==> config.mk <==
export PLATFORM = sky130hd
export DESIGN_NAME = spp_host
export DESIGN_NICKNAME = d
export VERILOG_FILES = /design/src/rtl/spp_pkg.sv /design/src/rtl/spp_step_decode.sv /design/src/rtl/spp_rx_capture.sv /design/src/rtl/spp_host.sv
export SDC_FILE = /design/constraint.sdc
export NUM_CORES = 1
export LEC_CHECK = 0
export ABC_AREA = 0
export CAP_MARGIN = 10
export CORE_MARGIN = 2
export CORE_UTILIZATION = 60
export DETAILED_ROUTE_END_ITERATION = 10
export GPL_TIMING_DRIVEN = 0
export PLACE_DENSITY = 0.8
export SKIP_CTS_REPAIR_TIMING = 1
export SLEW_MARGIN = 20
export SYNTH_ARGS = -nofsm -noshare
export SYNTH_HDL_FRONTEND = slang
export SYNTH_HIERARCHICAL = 1
export SYNTH_SLANG_ARGS = --single-unit
==> constraint.sdc <==
create_clock -name clk -period 3.2 [get_ports clk]
set_input_delay 0.64 -clock clk [delete_from_list [all_inputs] [get_ports clk]]
set_output_delay 0.64 -clock clk [all_outputs]
set_load 0.03 [all_outputs]
==> src/rtl/spp_pkg.sv <==
package spp_pkg;
    localparam logic [5:0] CMD_LOAD  = 6'h02;
    localparam logic [5:0] CMD_BEGIN = 6'h08;
    localparam logic [5:0] CMD_READ  = 6'h04;
    localparam logic [5:0] CMD_INC   = 6'h06;
    localparam logic [13:0] ID_PATTERN = 14'h3F80;

    typedef enum logic [1:0] {
        ST_ENTRY,
        ST_IDLE,
        ST_SHIFT,
        ST_GAP
    } seq_state_e;

    function automatic int unsigned ceil_div(int unsigned a, int unsigned b);
        return (a + b - 1) / b;
    endfunction
endpackage

==> src/rtl/spp_step_decode.sv <==
module spp_step_decode #(
    parameter int unsigned W  = 14,
    parameter int unsigned FW = W + 2,
    parameter int unsigned BW = 5
) (
    input  logic [2:0]    step,
    input  logic [W-1:0]  word,
    output logic [FW-1:0] frame,
    output logic [BW-1:0] last_bit,
    output logic          is_rx,
    output logic          is_final
);
    import spp_pkg::*;

    localparam logic [BW-1:0] CMD_LAST  = BW'(5);
    localparam logic [BW-1:0] WORD_LAST = BW'(FW - 1);

    always_comb begin
        frame    = '0;
        last_bit = CMD_LAST;
        is_rx    = 1'b0;
        is_final = 1'b0;
        case (step)
            3'd0: frame = FW'(CMD_LOAD);
            3'd1: begin
                frame    = {1'b0, word, 1'b0};
                last_bit = WORD_LAST;
            end
            3'd2: frame = FW'(CMD_BEGIN);
            3'd3: frame = FW'(CMD_READ);
            3'd4: begin
                last_bit = WORD_LAST;
                is_rx    = 1'b1;
            end
            default: begin
                frame    = FW'(CMD_INC);
                is_final = 1'b1;
            end
        endcase
    end
endmodule

==> src/rtl/spp_rx_capture.sv <==
module spp_rx_capture #(
    parameter int unsigned W = 14
) (
    input  logic         clk,
    input  logic         rst_n,
    input  logic         clear,
    input  logic         sample,
    input  logic         din,
    input  logic [W-1:0] expect_word,
    output logic         match
);
    logic [W-1:0] buf_q;

    always_ff @(posedge clk or negedge rst_n) begin
        if (!rst_n) begin
            buf_q <= '0;
        end else if (clear) begin
            buf_q <= '0;
        end else if (sample) begin
            buf_q <= {din, buf_q[W-1:1]};
        end
    end

    assign match = (buf_q == expect_word);
endmodule

==> src/rtl/spp_host.sv <==
module spp_host #(
    parameter int unsigned CLK_HZ  = 100_000_000,
    parameter int unsigned PCLK_HZ = 1_000_000,
    parameter int unsigned W       = 14
) (
    input  logic         clk,
    input  logic         rst_n,
    input  logic         req_valid,
    input  logic         req_id,
    input  logic [W-1:0] req_data,
    output logic         done,
    output logic         mismatch,
    output logic         entry_req,
    output logic         prog_clk,
    output logic         prog_dat_out,
    output logic         prog_dat_oe,
    input  logic         prog_dat_in
);
    import spp_pkg::*;

    localparam int unsigned HALF = ceil_div(CLK_HZ, 2 * PCLK_HZ);
    localparam int unsigned GAP  = ceil_div(CLK_HZ, 1_000_000);
    localparam int unsigned TMAX = (HALF > GAP) ? HALF : GAP;
    localparam int unsigned TW   = $clog2(TMAX + 1);
    localparam int unsigned FW   = W + 2;
    localparam int unsigned BW   = $clog2(FW + 1);

    typedef struct packed {
        seq_state_e     st;
        logic [2:0]     step;
        logic [BW-1:0]  bitn;
        logic           hi;
        logic [TW-1:0]  tmr;
        logic [FW-1:0]  sh;
        logic [W-1:0]   word;
        logic           mism;
        logic           done;
        logic           entry;
    } seq_regs_t;

    seq_regs_t q, d;

    logic [2:0]    nxt_step;
    logic [FW-1:0] nxt_frame, cur_frame;
    logic [BW-1:0] nxt_last, cur_last;
    logic          nxt_rx, nxt_fin, cur_rx, cur_fin;
    logic          cap_clear, cap_sample, cap_match;

    assign nxt_step = (q.st == ST_IDLE) ? 3'd0 : q.step + 3'd1;

    spp_step_decode #(.W(W), .FW(FW), .BW(BW)) u_dec_next (
        .step(nxt_step), .word(q.word), .frame(nxt_frame),
        .last_bit(nxt_last), .is_rx(nxt_rx), .is_final(nxt_fin)
    );

    spp_step_decode #(.W(W), .FW(FW), .BW(BW)) u_dec_cur (
        .step(q.step), .word(q.word), .frame(cur_frame),
        .last_bit(cur_last), .is_rx(cur_rx), .is_final(cur_fin)
    );

    spp_rx_capture #(.W(W)) u_cap (
        .clk(clk), .rst_n(rst_n), .clear(cap_clear), .sample(cap_sample),
        .din(prog_dat_in), .expect_word(q.word), .match(cap_match)
    );

    always_comb begin
        d          = q;
        d.done     = 1'b0;
        d.entry    = 1'b1;
        cap_clear  = 1'b0;
        cap_sample = 1'b0;
        case (q.st)
            ST_ENTRY: begin
                if (q.tmr == '0) d.st = ST_IDLE;
                else d.tmr = q.tmr - TW'(1);
            end
            ST_IDLE: begin
                if (req_valid) begin
                    d.word = req_id ? (W'(ID_PATTERN) | W'(req_data[3:0])) : req_data;
                    d.st   = ST_SHIFT;
                    d.step = nxt_step;
                    d.bitn = '0;
                    d.hi   = 1'b1;
                    d.tmr  = TW'(HALF - 1);
                    d.sh   = nxt_frame;
                end
            end
            ST_SHIFT: begin
                if (q.tmr != '0) begin
                    d.tmr = q.tmr - TW'(1);
                end else if (q.hi) begin
                    d.hi       = 1'b0;
                    d.tmr      = TW'(HALF - 1);
                    cap_sample = cur_rx && (q.bitn >= BW'(1)) && (q.bitn <= BW'(W));
                end else if (q.bitn == cur_last) begin
                    d.st  = ST_GAP;
                    d.tmr = TW'(GAP - 1);
                    if (cur_rx && !cap_match) d.mism = 1'b1;
                end else begin
                    d.bitn = q.bitn + BW'(1);
                    d.hi   = 1'b1;
                    d.tmr  = TW'(HALF - 1);
                    d.sh   = q.sh >> 1;
                end
            end
            default: begin
                if (q.tmr != '0) begin
                    d.tmr = q.tmr - TW'(1);
                end else if (cur_fin) begin
                    d.st   = ST_IDLE;
                    d.done = 1'b1;
                end else begin
                    d.st      = ST_SHIFT;
                    d.step    = nxt_step;
                    d.bitn    = '0;
                    d.hi      = 1'b1;
                    d.tmr     = TW'(HALF - 1);
                    d.sh      = nxt_frame;
                    cap_clear = nxt_rx;
                end
            end
        endcase
    end

    always_ff @(posedge clk or negedge rst_n) begin
        if (!rst_n) begin
            q       <= '0;
            q.st    <= ST_ENTRY;
            q.tmr   <= TW'(GAP - 1);
        end else begin
            q <= d;
        end
    end

    logic unused_ok;
    assign unused_ok = ^{cur_frame, nxt_last, nxt_fin};

    assign prog_clk     = (q.st == ST_SHIFT) && q.hi;
    assign prog_dat_oe  = (q.st == ST_ENTRY) || ((q.st == ST_SHIFT) && !cur_rx);
    assign prog_dat_out = prog_dat_oe && q.sh[0];
    assign done         = q.done;
    assign mismatch     = q.mism;
    assign entry_req    = q.entry;
endmodule

Yosys cells after proc, flatten, opt, wreduce, memory -nomap -nowiden --
Cells that the tools add are included. W data, S select, Z words.
Operators by class: $add $sub $neg 3, order comparisons 2, eq/ne operators 21, mux-type cells 42, bitwise operators 4, reduce and logical (&&, ||, !) cells 29
Operators with widths (count):
- $pmux W15 S5 | 1
- $mux W16 | 4
- $mux W48 | 1
- $pmux W16 S3 | 1
- $mux W14 | 3
- $mux W32 | 1
- $mux W7 | 4
- $pmux W7 S3 | 1
- $pmux W6 S3 | 1
- $ne A2 B2 Y1 const B | 8
- $eq A14 B14 Y1 | 1
- $eq A3 B2 Y1 const B | 4
- $mux W6 | 2
- $mux W1 | 11
- $mux W11 | 1
- $mux W2 | 5
- $reduce_and A5 Y1 | 2
- $mux W8 | 1
- $logic_not A7 Y1 | 1
- $reduce_and A7 Y1 | 1
- $reduce_bool A7 Y1 | 1
- $sub A7 B1 Y7 const B | 1
- $eq A3 B1 Y1 const B | 2
- $eq A3 B3 Y1 const B | 2
- other kinds (29) | 41
Storage, ports and cells: register bits after elaboration 65, word-level logic and storage cells 112

Longest topological paths before layout --
depth after elaboration 9, depth in mapped cells 11

Cells and area by module --
The synthesis kept the hierarchy.
Modules (own cells, without submodules):
- spp_host | times used 1, cells each 277, area an instance 2795.2 sq um, seq. area each 1281.2 sq um
- spp_rx_capture | times used 1, cells each 64, area an instance 730.7 sq um, seq. area each 350.3 sq um
- spp_step_decode at u_dec_next | times used 1, cells each 37, area an instance 274.0 sq um, seq. area each 0.0 sq um
- spp_step_decode at u_dec_cur | times used 1, cells each 37, area an instance 272.8 sq um, seq. area each 0.0 sq um

Least setup slack after synthesis --
Ideal clock, no wire load.
path type register to register, start register q[49] in the netlist's numbering, end register u_cap.buf_q[0], arrival 2.437 ns, data required time 3.068 ns, path slack 0.631 ns, stages on the path, launching flop included 12, path buffers 4, path through dfrtp_1 inv_1 ha_1 clkbuf_1 clkbuf_1 and2_1 nand3b_1 nor4_1 buf_4 buf_6 mux2i_1 nor2_1
Between the ends: elaborated cells on any way between the ends 13, those cells by class eq/ne (3); mux (7); reduce/logical (3)
RTL lines:
- from (decl) | line spp_host.sv:41 | seq_regs_t q, d;
- $eq A2 B2 Y1 | line spp_host.sv:72 | case (q.st)
- $mux W1 | line spp_host.sv:72
- via cap_sample | line spp_host.sv:47 | logic cap_clear, cap_sample, cap_match;
- $reduce_bool A2 Y1 (no line)
- to (signal assigned) | line spp_rx_capture.sv:20 | buf_q <= {din, buf_q[W-1:1]};
- to (decl) | line spp_rx_capture.sv:12 | logic [W-1:0] buf_q;
The timed path passes the listed nets, and every way through them passes these cells. A chain may end at the register's enable or synchronous reset.

Worst setup path in the final report --
start register q[49] in the netlist's numbering, end output port prog_dat_out
Between the ends: word-level cells in the longest chain between the ends 4, elaborated cells on any way between the ends 5, those cells by class eq/ne (1); reduce/logical (4)
RTL lines:
- $eq A2 B2 Y1 | line spp_host.sv:139 | assign prog_dat_oe = (q.st == ST_ENTRY) || ((q.st == ST_SHIFT) && !cur_rx);
- $logic_and A1 B1 Y1 | line spp_host.sv:139
- $logic_or A1 B1 Y1 (*) | line spp_host.sv:139
- $logic_and A1 B1 Y1 (*) | line spp_host.sv:140 | assign prog_dat_out = prog_dat_oe && q.sh[0];
- to (decl) | line spp_host.sv:15 | output logic prog_dat_out,
Mark *: on every way between the ends. The rest lies on a longest branch, timed or not.

==> metrics.cfg <==
[yosys]
netlist_instances=384
syn_area_um2=3850
ys_warn_count=6
syn_area_per_cell_um2=10.0

[sta]
final-hold-violation-count=0
timing.final.crit_share_pct=94.3
period_minus_slack_ps=3020
fin_skew_ps=7.69
rsz0062_at_grt=no
whs_ps=193
tightest_slew_ps=739
max_slew_margin_pct=50.3
max_clock_freq_mhz=332
drv_slew=0
setup_viol=0

[drt]
drt_wl_total_um=7590
wl_per_cell_um=15.1
vias=2831
ant_nets=0
dr.first_iter.drc_count=125
first_pass_iters=4
vias_per_cell=5.64
drcViolationCount=0

[grt]
grt_first_pass_wirelength_um=13200
grt_antenna_before_repair=0
grt-ovfl-total=0
grt_pass1_vias=2823
grt_use_total_pct=23.4
grt_max_degree=41

[place]
dpl_cell_area_um2=4200
placed_cells=487
portBuffers=23
dp_hpwl_um=5460
place_congestion=0.848

[job]
maxCapViolations=0

[power]
power_mw=4.13
swShare_pct=40.4
p_comb_share_pct=51.6
vdd_ir_drop_max_mv=0.635
pwr-share-seq_pct=31.4
p_per_area_nw_per_um2=939
clkPwrFrac_pct=17.0
p_int_mw=2.46
p_leak_nw=1.93
power_switching_mw=1.67

[die]
initial_utilization_pct=61.3
fp.dieArea_um2=7070
core_um2=6280
fp.dieW_um=84.1
io_pins=25
die_y_um=84.1
rows=29

[final_layout]
drive_above_1_share_pct=18.8
antenna_cells=0
nets=448
finalCoreUtilization_pct=70.0
final_cells=502
area_growth_pct=14.2
fin_area_um2=4400

[cts]
numCtsBuffers=9
clockRootBuffer=clkbuf_8
clk_pin_slew_worst_paths_ps=70
cts_buffer_depth=2
cts.sinks=65
clock_latency_ps=350
cts_tree=built
ctsHtreeMaxLevel=3

[setup_path]
crit_buf_inv=3
crit_start=q[49]
r2r-start=q[48]
slowest_delay_ps=660
critPathRequiredTime_ps=2560
end_kind=output port
worst_path_max_delay_cell=clkdlybuf4s50_1
critPathTopFamily=buffers and inverters
cp_max_fo=10
criticalPathCategory=reg2out
worstPathArrival_ps=2380
start_kind=flop
crit_chain=inv_1, ha_2, clkbuf_2, a21o_1, and2_1, clkdlybuf4s50_1

[outcome]
status=complete, no violations

[worst_hold_path]
min_path_type=in2async

[registers in the layout, summed over array words and instances (netlist names)]
name         cells
entry_req        1
q               48
u_cap/buf_q     14
mismatch         1
done             1
[per-layer routing]
layer	part of all wire (%)	up-vias	track usage [%]
li1	-	1375	-
met1	45	1382	29.9
met2	48	59	38.2
met3	4.3	15	6.73
met4	1.9	0	8.06
met5	0	-	0
[through the flow]
| stage | setup TNS [ps] | setup slack [ps] |
|---|---|---|
| floorplan | 0 | 631 |
| CTS | -403 | -195 |
| global placement | -39040 | -643 |
| global route | 0 | 14.0 |
| finish | 0 | 184 |
| detailed placement | 0 | 172 |
[layout by cell type, fill, tap and decap left out, types with 3 or more instances in the layout]
cell             instances
dfrtp_1                 61
nor2_1                  40
nand2_1                 27
clkdlybuf4s50_1         22
xnor2_1                 21
o21ai_0                 20
mux2_2                  16
mux2i_1                 16
inv_1                   15
a22o_1                  15
clkbuf_1                13
buf_4                   11
clkbuf_8                10
and2_2                  10
mux2_1                   8
a21oi_1                  8
ha_1                     8
nor3_1                   6
nand2b_1                 6
conb_1                   6
buf_6                    6
nor2b_1                  5
nor3b_1                  5
and2_1                   4
a211oi_1                 4
dfstp_2                  4
a21o_1                   3
nand3b_1                 3
nor4_1                   3
nand3_1                  3
a31oi_1                  3
nand4_1                  3
[final cells by class]
class                   count  area [um2]
clock inverters             5        55.1
inverters                  15        56.3
clock buffers              11         141
fillers                   508        1880
multi-input cells         274        1970
repair buffers             24         248
well taps                  77        96.3
plain buffers              31         201
flip-flops and latches     65        1630
[final timing paths]
check	slack [ps]	cells past startpoint	end
worst max register to register	570	9	q[49]
min in group clk	490	2	mismatch
worst max-delay path	180	6	prog_dat_out
worst min-delay path	190	1	q[36]
max in group asynchronous	2440	2	q[34]
worst min register to register	490	2	mismatch
[power by group through the flow]
stage               Combinational, mW  Sequential [mW]  Clock (mW)
floorplan                        1.70             1.24           0
global placement                 2.06             1.30           0
detailed placement               2.11             1.31           0
CTS                              2.13             1.30       0.717
global route                     2.36             1.33       0.752
finish                           2.13             1.30       0.702
[worst register-to-register path: stages, from the launching register on]
cell	delay [ps]
dfrtp_1	410
buf_4	150
xnor2_1	110
nor2_1	200
buf_4	160
xnor2_1	120
nand3_2	140
or4_4	550
a221o_2	390
mux2_4	300
Note: power is estimated with default switching activity, not from simulation.
